<file path="config.mk">
export PLATFORM = sky130hd
export DESIGN_NAME = msq_move_seq
export DESIGN_NICKNAME = d
export VERILOG_FILES = /design/src/rtl/msq_pkg.sv /design/src/rtl/msq_phase_ctr.sv /design/src/rtl/msq_pc.sv /design/src/rtl/msq_addr_decode.sv /design/src/rtl/msq_move_seq.sv
export SDC_FILE = /design/constraint.sdc
export NUM_CORES = 1
export LEC_CHECK = 0
export BUFFER_PORTS_ARGS = -buffer_cell sky130_fd_sc_hd__buf_4
export CAP_MARGIN = 5
export CORE_MARGIN = 2
export CORE_UTILIZATION = 43
export CTS_CLUSTER_SIZE = 28
export DETAILED_ROUTE_END_ITERATION = 10
export GPL_ROUTABILITY_DRIVEN = 0
export PLACE_DENSITY = 0.8
export SLEW_MARGIN = 10
export SYNTH_ARGS = -nofsm -noshare
export SYNTH_HDL_FRONTEND = slang
export SYNTH_SLANG_ARGS = --single-unit
</file>
<file path="constraint.sdc">
create_clock -name clk -period 2.2 [get_ports clk]
set_input_delay 0.11 -clock clk [delete_from_list [all_inputs] [get_ports clk]]
set_output_delay 0.11 -clock clk [all_outputs]
set_load 0.005 [all_outputs]
</file>
<file path="src/rtl/msq_pkg.sv">
package msq_pkg;
   localparam int unsigned NUM_PHASES = 4;

   typedef enum logic [1:0] {
      PH_SRC_FETCH = 2'd0,
      PH_SRC_READ  = 2'd1,
      PH_DST_FETCH = 2'd2,
      PH_DST_WRITE = 2'd3
   } phase_e;
endpackage

</file>
<file path="src/rtl/msq_phase_ctr.sv">
module msq_phase_ctr
   import msq_pkg::*;
(
   input  logic                  clk,
   input  logic                  rst,
   output phase_e                phase,
   output logic [NUM_PHASES-1:0] strobe
);
   phase_e phase_q;

   always_ff @(posedge clk) begin
      if (rst) phase_q <= PH_SRC_FETCH;
      else     phase_q <= phase_e'(phase_q + 2'd1);
   end

   assign phase = phase_q;

   for (genvar i = 0; i < NUM_PHASES; i++) begin : g_strb
      assign strobe[i] = (phase_q == phase_e'(i));
   end
endmodule

</file>
<file path="src/rtl/msq_pc.sv">
module msq_pc #(
   parameter int unsigned PC_W = 16
) (
   input  logic            clk,
   input  logic            rst,
   input  logic            inc,
   input  logic            oe,
   output logic [PC_W-1:0] bus
);
   logic [PC_W-1:0] pc_q;

   always_ff @(posedge clk) begin
      if (rst)      pc_q <= '0;
      else if (inc) pc_q <= pc_q + 1'b1;
   end

   assign bus = oe ? pc_q : '0;
endmodule

</file>
<file path="src/rtl/msq_addr_decode.sv">
module msq_addr_decode #(
   parameter int unsigned ADDR_W      = 8,
   parameter int unsigned TAG_W       = 4,
   parameter logic [TAG_W-1:0] REDIRECT_TAG = 4'h2,
   parameter bit          NIBBLE_ONLY = 1'b1,
   parameter logic [ADDR_W-TAG_W-1:0] EXACT_LOW = '0
) (
   input  logic [ADDR_W-1:0] addr,
   output logic              sel_areg,
   output logic              sel_ptr
);
   localparam int unsigned LOW_W = ADDR_W - TAG_W;

   logic hit;

   if (NIBBLE_ONLY) begin : g_window
      assign hit = (addr[ADDR_W-1 -: TAG_W] == REDIRECT_TAG);
   end else begin : g_single
      assign hit = (addr[ADDR_W-1 -: TAG_W] == REDIRECT_TAG) &&
                   (addr[LOW_W-1:0] == EXACT_LOW);
   end

   assign sel_ptr  = hit;
   assign sel_areg = ~hit;
endmodule

</file>
<file path="src/rtl/msq_move_seq.sv">
module msq_move_seq
   import msq_pkg::*;
#(
   parameter int unsigned DATA_W       = 8,
   parameter int unsigned PC_W         = 16,
   parameter int unsigned PTR_W        = 16,
   parameter int unsigned TAG_W        = 4,
   parameter logic [3:0]  REDIRECT_TAG = 4'h2,
   parameter bit          NIBBLE_ONLY  = 1'b1
) (
   input  logic              clk,
   input  logic              rst,
   output logic [PC_W-1:0]   prog_addr,
   output logic              prog_oe,
   input  logic [DATA_W-1:0] prog_rdata,
   input  logic [PTR_W-1:0]  ptr_val,
   output logic [PTR_W-1:0]  dmem_addr,
   output logic              dmem_rd,
   output logic              dmem_wr,
   output logic [DATA_W-1:0] dmem_wdata,
   input  logic [DATA_W-1:0] dmem_rdata,
   output logic [DATA_W-1:0] reg_addr,
   output logic              reg_rd,
   output logic              reg_wr,
   output logic [DATA_W-1:0] reg_wdata,
   input  logic [DATA_W-1:0] reg_rdata,
   output logic              sel_areg,
   output logic              sel_ptr,
   output logic [3:0]        phase_strb,
   output logic              areg_load,
   output logic              tmp_load
);
   localparam int unsigned ADDR_W = DATA_W;

   if (TAG_W >= ADDR_W) begin : g_bad_tag
      $error("msq_move_seq: TAG_W must be narrower than the address");
   end
   if (PC_W < ADDR_W) begin : g_bad_pc
      $error("msq_move_seq: PC_W must be at least the address width");
   end
   if (NUM_PHASES != 4) begin : g_bad_phases
      $error("msq_move_seq: sequencer assumes four phases");
   end

   phase_e             phase;
   logic [3:0]         strb;
   logic [ADDR_W-1:0]  areg_q;
   logic [DATA_W-1:0]  tmp_q;
   logic               fetch, xfer, dmem_go;

   msq_phase_ctr u_phase (
      .clk    (clk),
      .rst    (rst),
      .phase  (phase),
      .strobe (strb)
   );

   assign fetch = strb[PH_SRC_FETCH] | strb[PH_DST_FETCH];
   assign xfer  = strb[PH_SRC_READ]  | strb[PH_DST_WRITE];

   msq_addr_decode #(
      .ADDR_W       (ADDR_W),
      .TAG_W        (TAG_W),
      .REDIRECT_TAG (REDIRECT_TAG[TAG_W-1:0]),
      .NIBBLE_ONLY  (NIBBLE_ONLY),
      .EXACT_LOW    ('0)
   ) u_dec (
      .addr     (areg_q),
      .sel_areg (sel_areg),
      .sel_ptr  (sel_ptr)
   );

   assign dmem_go = xfer & sel_ptr;
   assign prog_oe = ~dmem_go;

   msq_pc #(.PC_W(PC_W)) u_pc (
      .clk (clk),
      .rst (rst),
      .inc (fetch),
      .oe  (prog_oe),
      .bus (prog_addr)
   );

   always_ff @(posedge clk) begin
      if (rst)        areg_q <= '0;
      else if (fetch) areg_q <= prog_rdata;
   end

   always_ff @(posedge clk) begin
      if (rst)                        tmp_q <= '0;
      else if (strb[PH_SRC_READ])     tmp_q <= sel_ptr ? dmem_rdata : reg_rdata;
   end

   assign dmem_rd    = strb[PH_SRC_READ]  & sel_ptr;
   assign dmem_wr    = strb[PH_DST_WRITE] & sel_ptr;
   assign reg_rd     = strb[PH_SRC_READ]  & sel_areg;
   assign reg_wr     = strb[PH_DST_WRITE] & sel_areg;
   assign dmem_addr  = dmem_go ? ptr_val : '0;
   assign reg_addr   = areg_q;
   assign dmem_wdata = tmp_q;
   assign reg_wdata  = tmp_q;
   assign phase_strb = strb;
   assign areg_load  = fetch;
   assign tmp_load   = strb[PH_SRC_READ];
endmodule

</file>
==> results_dict.tcl <==
set metrics [dict create \
    outcome "finished clean" \
    post_synth_and_or_nand_nor_area_fraction 0.305 \
    timing.critical_path.from "reg_addr[6]$_SDFFE_PP0P_" \
    synth.top_cells.by_area "sky130_fd_sc_hd__dfxtp_1 38%, sky130_fd_sc_hd__and2_1 6.3%, sky130_fd_sc_hd__nor2b_1 5.9%" \
    report.final.setup_viol 0 \
    synth-compound-area-share 0.101 \
    timing.hold.worst.class "in2reg" \
    synth_sequential_area_ratio 0.379 \
    synthesis.yosys.warnings 0 \
    clk_sinks 34 \
    antennaDiodeCount 0 \
    coreArea_um2 4000 \
    postSynthRegisterBits 34 \
    layout.cells.most_common_list "114 x sky130_fd_sc_hd__buf_4, 34 x sky130_fd_sc_hd__dfxtp_1, 24 x sky130_fd_sc_hd__nor2_1, 21 x sky130_fd_sc_hd__nand2_1, 18 x sky130_fd_sc_hd__and2_1" \
    avgRoutedWirePerCell_um 12.2 \
    die_wd_um 68.6 \
    synth-adder-area-share 0.0348 \
    r2r.worst_path.cells 4 \
    p_int_w 0.00107 \
    finalSetupTns_ns 0 \
    route.detailed.vias_per_inst 4.92 \
    initial_utilization 0.449 \
    netlist_area_um2 1800 \
    synth_cells 214 \
    overflow 0 \
    clk_transition_reported_paths_ns 0.06 \
    synth.area.mux_share 0.0446 \
    peakVddDrop_mv 0.288 \
    synth_nets 261 \
    post_route_cells_drive_above_1_share 0.401 \
    tritoncts "built" \
    psw_w 0.000378 \
    static_leak_nw 1.27 \
    hold_ws_ns 0.0803 \
    layout-area-overhead-vs-synth_pct 49.0 \
    die-height_um 68.6 \
    clock_power_share 0.288 \
    grt_pass1_vias 1558 \
    layout.cells.most_common "sky130_fd_sc_hd__buf_4" \
    worst_pin_slew_ns 0.399 \
    critical_path_required_ns 2.09 \
    regToRegStartpoint "u_pc.pc_q[3]$_SDFFE_PP0P_" \
    yosysUniqueCellTypes 31 \
    synth_top_family_by_area "simple AND/OR/NAND/NOR gates" \
    post_cts.resized_instances 0 \
    synth_edf_count 0 \
    io_pins 111 \
    p_sw_frac 0.261 \
    hold-path-endpoint "reg_addr[7]$_SDFFE_PP0P_" \
    post_cts_hold_buffer_count 0 \
    power_frac_seq 0.480 \
    cp_max_fo 33 \
    combinationalPowerShare 0.232 \
    drc 0 \
    vias 1792 \
    report.power.total_w 0.00145 \
    ant_nets 0 \
    cts_root_buffer "sky130_fd_sc_hd__clkbuf_8" \
    ctsLongestPathBuffers 2 \
    drv_slew 0 \
    netlist.top_cell.by_area "sky130_fd_sc_hd__dfxtp_1" \
    synthesis.area_per_instance_um2 8.40 \
    drt_iter0_drc 71 \
    endpoint_kind "output port" \
    postSynth.asyncResetShare 0 \
    hpwlAfterDp_um 3340 \
    clock.fmax_ghz 0.547 \
    post-route-period-util 0.831 \
    cp.arrival_ns 1.72 \
    tritoncts.num_buffers 5 \
    timing_worst_setup_path_type "reg2out" \
    port_buffers 110 \
    hold_depth 3 \
    cts_post_setup_buffers_inserted 0 \
    clock_insertion_delay_worst_skew_ns 0.28 \
    skew_ns 0.00348 \
    grt_setup_unrepaired "false" \
    number_of_cell_rows 23 \
    rrSetupSlack_ns 0.53 \
    grt_usage 0.186 \
    hold_viol_final 0 \
    grt_start_max_net_pins 35 \
    layout.nets 361 \
    synthFlopType "sky130_fd_sc_hd__dfxtp_1" \
    hold_start "prog_rdata[7]" \
    dieArea_um2 4710 \
    antenna_found_initial 0 \
    cp-start-kind "flop" \
    post-synth-top-area-fraction 0.379 \
    fin_crit_period_ns 1.83 \
    clock_tree.htree_level_count 2 \
    power_per_cell_area_nw_per_um2 540 \
    rr_endpoint "u_pc.pc_q[13]$_SDFFE_PP0P_" \
    first_drt_pass_iteration_count 4 \
    timing.slew.headroom 0.734 \
    finalWirelength_um 4450 \
    post_synth_xor_area_fraction 0.0585 \
    max_cap_viol_count 0 \
    global_route_wire_length_before_repair_um 6500 \
]
-- area by class of cell --
type                            instances  area (µm²)
Clock buffer                            7        76.3
Tap cell                               50        62.6
Multi-Input combinational cell        153         980
Timing Repair Buffer                  114         856
Sequential cell                        34         681
Fill cell                             336        1320
Inverter                                6        22.5
-- worst max-delay path by stage --
stage / end / cells past startpoint
floorplan: reg_addr[6]$_SDFFE_PP0P_ / 7
CTS: dmem_addr[12] / 6
global route: dmem_addr[15] / 6
global placement: u_pc.pc_q[15]$_SDFFE_PP0P_ / 4
finish: dmem_addr[12] / 6
detailed placement: u_pc.pc_q[13]$_SDFFE_PP0P_ / 4
-- synthesized netlist by cell type, types with 5 or more instances --
library cell / n
sky130_fd_sc_hd__a211oi_1: 8
sky130_fd_sc_hd__a21oi_1: 12
sky130_fd_sc_hd__and2_1: 18
sky130_fd_sc_hd__buf_4: 9
sky130_fd_sc_hd__clkbuf_1: 9
sky130_fd_sc_hd__dfxtp_1: 34
sky130_fd_sc_hd__ha_1: 5
sky130_fd_sc_hd__inv_1: 6
sky130_fd_sc_hd__mux2i_1: 8
sky130_fd_sc_hd__nand2_1: 21
sky130_fd_sc_hd__nand3_1: 5
sky130_fd_sc_hd__nor2_1: 25
sky130_fd_sc_hd__nor2b_1: 17
sky130_fd_sc_hd__xnor2_1: 6
sky130_fd_sc_hd__xor2_1: 6
-- cells by family after synthesis --
group	count (synthesis)
buf+inv	27
compound gates	28
mux	8
fa+ha+maj	5
simple gates	100
flops	34
xor+xnor	12
-- power by group through the flow --
stage                     logic [W]  clock network (W)  registers [W]
after global placement     0.000330                  0       0.000704
after detailed placement   0.000337                  0       0.000706
after floorplan            0.000165                  0       0.000700
final                      0.000336           0.000416       0.000694
after global routing       0.000371           0.000465       0.000699
after CTS                  0.000339           0.000433       0.000693
-- flip-flops by register name, summed over array words and instances (netlist names) --
name and count:
reg_addr 8, dmem_wdata 8, u_phase.phase 2, u_pc.pc_q 16
-- layer usage --
metal	GRT usage	share of wire	routed length, µm
met2	0.349	0.52	2320
met1	0.188	0.38	1700
met5	0	0	0
met4	0.0800	0.0074	33
met3	0.0552	0.089	397
-- critical path: stages (launching register included) --
cell,delay [ns]
sky130_fd_sc_hd__dfxtp_1,0.35
sky130_fd_sc_hd__nor4b_4,0.31
sky130_fd_sc_hd__inv_1,0.10
sky130_fd_sc_hd__nor2_2,0.10
sky130_fd_sc_hd__buf_4,0.29
sky130_fd_sc_hd__and2_1,0.18
sky130_fd_sc_hd__buf_4,0.10
-- per-stage QoR --
step	setup WS [ns]	utilization	cells	cell area, µm²
5_1_grt	0.221	0.669	364	2680
3_5_place_dp	0.553	0.650	357	2600
3_3_place_gp	0.641	0.650	357	2600
6_report	0.373	0.669	364	2680
2_1_floorplan	0.507	-	214	1800
4_1_cts	0.346	0.669	364	2680
Note: power is estimated with default switching activity, not from simulation.
